<file path="src/rtl/icap_pkg.sv">
package icap_pkg;
    localparam logic [3:0] MODE_OFF   = 4'b0000;
    localparam logic [3:0] MODE_FALL  = 4'b0100;
    localparam logic [3:0] MODE_RISE  = 4'b0101;
    localparam logic [3:0] MODE_DIV_L = 4'b0110;
    localparam logic [3:0] MODE_DIV_H = 4'b0111;

    function automatic logic is_capture(input logic [3:0] m);
        return (m[3:2] == 2'b01);
    endfunction
endpackage

</file>
<file path="src/rtl/icap_sync_edge.sv">
module icap_sync_edge #(
    parameter int STAGES = 2
) (
    input  logic clk,
    input  logic rst_n,
    input  logic pin,
    output logic rise,
    output logic fall
);
    typedef struct packed {
        logic [STAGES-1:0] sh;
        logic              prev;
    } sync_st_t;

    sync_st_t st_d, st_q;

    always_comb begin
        st_d      = st_q;
        st_d.sh   = {st_q.sh[STAGES-2:0], pin};
        st_d.prev = st_q.sh[STAGES-1];
        rise      = st_q.sh[STAGES-1] & ~st_q.prev;
        fall      = ~st_q.sh[STAGES-1] & st_q.prev;
    end

    always_ff @(posedge clk) begin
        if (!rst_n) st_q <= '0;
        else        st_q <= st_d;
    end


    rise_pulse_chk: assert property (@(posedge clk) disable iff (!rst_n)
        rise |=> !rise);

    fall_pulse_chk: assert property (@(posedge clk) disable iff (!rst_n)
        fall |=> !fall);
endmodule

</file>
<file path="src/rtl/icap_prescaler.sv">
module icap_prescaler
    import icap_pkg::*;
#(
    parameter int DIV_LO = 4,
    parameter int DIV_HI = 16,
    parameter int CNT_W  = $clog2(DIV_HI + 1)
) (
    input  logic       clk,
    input  logic       rst_n,
    input  logic [3:0] mode,
    input  logic       rise,
    input  logic       fall,
    output logic       fire
);
    typedef struct packed {
        logic [CNT_W-1:0] cnt;
    } pre_st_t;

    pre_st_t          st_d, st_q;
    logic [CNT_W-1:0] ratio;
    logic [CNT_W-1:0] step;

    always_comb begin
        st_d = st_q;
        fire = 1'b0;
        step = st_q.cnt + CNT_W'(1);
        unique case (mode)
            MODE_DIV_L: ratio = CNT_W'(DIV_LO);
            MODE_DIV_H: ratio = CNT_W'(DIV_HI);
            default:    ratio = CNT_W'(1);
        endcase
        if (!is_capture(mode)) begin
            st_d.cnt = '0;
        end else if (mode == MODE_FALL) begin
            fire = fall;
        end else if (rise) begin
            if (step >= ratio) begin
                fire     = 1'b1;
                st_d.cnt = '0;
            end else begin
                st_d.cnt = step;
            end
        end
    end

    always_ff @(posedge clk) begin
        if (!rst_n) st_q <= '0;
        else        st_q <= st_d;
    end


    cnt_cleared_chk: assert property (@(posedge clk) disable iff (!rst_n)
        !is_capture(mode) |=> (st_q.cnt == '0));

    cnt_range_chk: assert property (@(posedge clk) disable iff (!rst_n)
        st_q.cnt < CNT_W'(DIV_HI));
endmodule

</file>
<file path="src/rtl/icap_unit.sv">
module icap_unit
    import icap_pkg::*;
#(
    parameter int TS_W        = 16,
    parameter int SYNC_STAGES = 2,
    parameter int DIV_LO      = 4,
    parameter int DIV_HI      = 16
) (
    input  logic            clk,
    input  logic            rst_n,
    input  logic            cap_pin,
    input  logic [TS_W-1:0] tmr_a,
    input  logic [TS_W-1:0] tmr_b,
    input  logic [3:0]      mode,
    input  logic            src_sel,
    input  logic            flag_clr,
    output logic [TS_W-1:0] cap_value,
    output logic            cap_flag
);
    localparam int CNT_W = $clog2(DIV_HI + 1);

    typedef struct packed {
        logic [TS_W-1:0] value;
        logic            flag;
        logic [3:0]      mode_prev;
    } unit_st_t;

    unit_st_t st_d, st_q;
    logic     rise, fall, fire, spurious, set_flag;

    icap_sync_edge #(.STAGES(SYNC_STAGES)) u_sync (
        .clk  (clk),
        .rst_n(rst_n),
        .pin  (cap_pin),
        .rise (rise),
        .fall (fall)
    );

    icap_prescaler #(.DIV_LO(DIV_LO), .DIV_HI(DIV_HI), .CNT_W(CNT_W)) u_pre (
        .clk  (clk),
        .rst_n(rst_n),
        .mode (mode),
        .rise (rise),
        .fall (fall),
        .fire (fire)
    );

    always_comb begin
        st_d           = st_q;
        st_d.mode_prev = mode;
        spurious = is_capture(mode) && is_capture(st_q.mode_prev)
                   && (mode != st_q.mode_prev) && (rise || fall);
        set_flag = fire || spurious;
        if (fire) st_d.value = src_sel ? tmr_b : tmr_a;
        if (set_flag)      st_d.flag = 1'b1;
        else if (flag_clr) st_d.flag = 1'b0;
    end

    always_ff @(posedge clk) begin
        if (!rst_n) st_q <= '0;
        else        st_q <= st_d;
    end

    assign cap_value = st_q.value;
    assign cap_flag  = st_q.flag;


    flag_sticky_chk: assert property (@(posedge clk) disable iff (!rst_n)
        (cap_flag && !flag_clr) |=> cap_flag);

    value_with_flag_chk: assert property (@(posedge clk) disable iff (!rst_n)
        !$stable(cap_value) |-> cap_flag);

    off_holds_value_chk: assert property (@(posedge clk) disable iff (!rst_n)
        !is_capture(mode) |=> $stable(cap_value));

    set_beats_clear_chk: assert property (@(posedge clk) disable iff (!rst_n)
        (fire && flag_clr) |=> cap_flag);
endmodule

</file>
<file path="config.mk">
export PLATFORM = sky130hd
export DESIGN_NAME = icap_unit
export DESIGN_NICKNAME = d
export VERILOG_FILES = /design/src/rtl/icap_pkg.sv /design/src/rtl/icap_sync_edge.sv /design/src/rtl/icap_prescaler.sv /design/src/rtl/icap_unit.sv
export SDC_FILE = /design/constraint.sdc
export NUM_CORES = 1
export LEC_CHECK = 0
export ABC_AREA = 0
export BUFFER_PORTS_ARGS = -buffer_cell sky130_fd_sc_hd__buf_2
export CORE_MARGIN = 3
export CORE_UTILIZATION = 49
export DETAILED_ROUTE_END_ITERATION = 6
export PLACE_DENSITY = 0.86
export SYNTH_ARGS = -nofsm -noshare
export SYNTH_HDL_FRONTEND = slang
export SYNTH_SLANG_ARGS = --single-unit
</file>
<file path="constraint.sdc">
create_clock -name clk -period 5.1 [get_ports clk]
set_input_delay 1.02 -clock clk [delete_from_list [all_inputs] [get_ports clk]]
set_output_delay 1.02 -clock clk [all_outputs]
set_load 0.02 [all_outputs]
</file>
==> reports/results.ini <==
[timing]
slew_viol_final = 0
timing.final.crit_period_ns = 2.81
fin_crit_sh_pct = 55.0
maxSlewHeadroom_pct = 54.4
grt_setup_unrepaired = no
finalHoldViolCount = 0
fmax_ghz = 0.356
tightest_slew_ns = 0.682
fin_setup_tns_ns = 0
setup_viol = 0
layout_setup_ws_ns = 2.29
skew_ns = 0.0117
whs_ns = 0.444

[finish]
antenna_cells = 0
final_common_cell = buf_2
multi_input_area_um2 = 868
register_area_um2 = 581
final_cell_mix = buf_2, dfxtp_1, nand2_1
syn2layout_area_growth_pct = 16.1
fill_cells = 308
finalNetCount = 263
layout-drive-gt1-share_pct = 31.8

[place]
hpwl_mm = 2.36
gp_congestion = 0.949
pre_cts_slack_ns = 1.95
portBuffers = 57

[critical_path]
setup.worst_path.start_class = input port
critPathCaptureType = flop
worst-path-buf-inv = 1
cp.required_ns = 5.36
cp.arrival_ns = 3.07
crit_slowest_cell = a21oi_4
ff2ff_setup_slack_ns = 2.47
critPathKind = in2reg
r2r_cells = 9
slowest_delay_ns = 0.57
cp_top_family = compound AO/OA/AOI/OAI gates
timing.rr.end = cap_value[2]
crit_fanout = 17
cp_cell_sequence = buf_2, nor2b_1, nand3_1, ha_1, nand2b_1, o21ai_1, o21ai_4, a21oi_4, mux2i_1
timing.rr.start = u_pre.st_q[0]

[clock_network]
root_buffer = clkbuf_4
clock_path_buffers = 2
postCtsSetupBuffers = 0
cts_repair_resize_count = 0
clk_latency_ns = 0.33
clkTransAtPathRegs_ns = 0.10
cts_hold_buf = 0
tritoncts = yes
cts_buffers = 5
cts-htree-levels = 2
cts_sinks = 29

[job]
maxCapViolations = 0

[routing]
drcViolationCount = 0
wl_per_cell_um = 11.5
postRouteAntennaNets = 0
first_pass_iters = 4
dr_total_vias = 1299
routed_wl_mm = 3.00
first_iter_violations = 56
avgViaCountPerCell = 4.98

[pwr]
leakage_uw = 0.000773
p_switching_uw = 117
clkPwrFrac_pct = 39.6
ir_drop_mv = 0.143
p_per_area_mw_per_mm2 = 263
seqPwrFrac_pct = 47.6
p_int_uw = 380
p_comb_share_pct = 12.8
p_sw_share_pct = 23.5
total_power_uw = 497

[global_routing]
gr-total-overflow = 0
first_global_vias = 1272
antenna_found_initial = 0
grt_max_degree = 42
grtUsageTotal_pct = 16.9
grt_pass1_wl_mm = 5.34

[worst_hold_path]
min_to = u_sync.st_d[0]
min_from = u_sync.st_d[2]
hold-path-cell-count = 1
holdCritPathClass = reg2reg

[yosys]
synth-main-ff-cell = dfxtp_1
synth_edf_count = 0
seq_area_frac_synth_pct = 35.7
syn-num-nets = 225
synth_area_leaders = dfxtp_1, mux2i_1, buf_4
synthCells = 178
async_flop_share_pct = 0
synth.avg_cell_area_um2 = 9.12
synth_warnings = 0
ys_ff_latch = 29
yosys.area.top_type = dfxtp_1
synth.distinct_cells = 30
netlist_area_mm2 = 0.00162
synth.top_cell.area_share_pct = 35.7

[status]
outcome = finished, final reports clean

[floorplanning]
io_pins = 58
core_mm2 = 0.00310
row_count = 20
die_h_um = 63.6
start_util_pct = 52.3
die-area_mm2 = 0.00404
die_x_um = 63.6

per-layer routing:
layer,GRT usage (%),part of all wire [%]
met4,8.36,1.8
met5,0,0
met3,6.95,7.5
met1,19.1,46
met2,27.4,44
cell families (layout without fill, tap and decap cells):
kind of cell / count (synthesis) / after routing / synth area share [%]
flops: 29 / 29 / 35.7
xor+xnor: 7 / 7 / 3.78
buf+inv: 28 / 67 / 10.8
mux: 16 / 16 / 9.86
fa+ha+maj: 6 / 6 / 4.62
simple gates: 62 / 62 / 19.7
compound gates: 30 / 30 / 15.5
synthesized netlist by cell type, drive strengths merged (5+ instances only):
master	instances
o211ai	16
mux2i	16
nand2	22
dfxtp	29
ha	6
buf	19
and2	8
clkbuf	7
nand2b	19
xnor2	5
registers in the layout (all words and copies together), names as in the netlist:
signal and cells:
st_q 4, cap_value 16, u_pre.st_q 5, u_sync.st_d 2, cap_flag 1, u_sync.st_q 1
through the flow:
stage | utilization, % | instance area [um2] | std cells
after floorplan | - | 1620 | 178
after global placement | 57.9 | 1800 | 253
after detailed placement | 57.9 | 1800 | 253
after CTS | 60.8 | 1890 | 261
after global routing | 60.8 | 1890 | 261
final | 60.8 | 1890 | 261
how the worst max path moves through the flow:
stage,slack [ns],start,cells past startpoint,endpoint
floorplan,2.27,mode[2],8,cap_flag
detailed placement,1.95,mode[2],9,cap_value[1]
global placement,2.01,mode[2],9,cap_flag
finish,2.29,mode[2],9,cap_value[2]
global route,2.05,mode[2],9,cap_value[6]
CTS,2.30,mode[2],9,cap_value[3]
final cells by class:
type                       instances  area share [%]
tap                               44            2.92
clock buffer                       6            2.72
inverter                           2           0.398
multi-input combinational        121            46.1
sequential                        29            30.8
clock inverter                     2            1.99
timing repair buffer              57            15.1
worst register-to-register path, stage by stage (launching register included):
cell and delay (ns):
dfxtp_1 0.42, ha_1 0.23, nand3_1 0.13, xnor2_1 0.16
ha_1 0.34, nand2b_1 0.07, o21ai_1 0.27, o21ai_4 0.11
a21oi_4 0.57, mux2i_1 0.27
power by group through the flow:
| stage | Sequential [uW] | Combinational, uW | Clock, uW |
|---|---|---|---|
| 3_5_place_dp | 241 | 64.6 | 0 |
| 4_1_cts | 236 | 64.6 | 202 |
| 6_report | 236 | 63.6 | 197 |
| 5_1_grt | 237 | 71.7 | 212 |
| 3_3_place_gp | 242 | 63.1 | 0 |
| 2_1_floorplan | 241 | 46.9 | 0 |
Power figures use the tool's default switching activity.
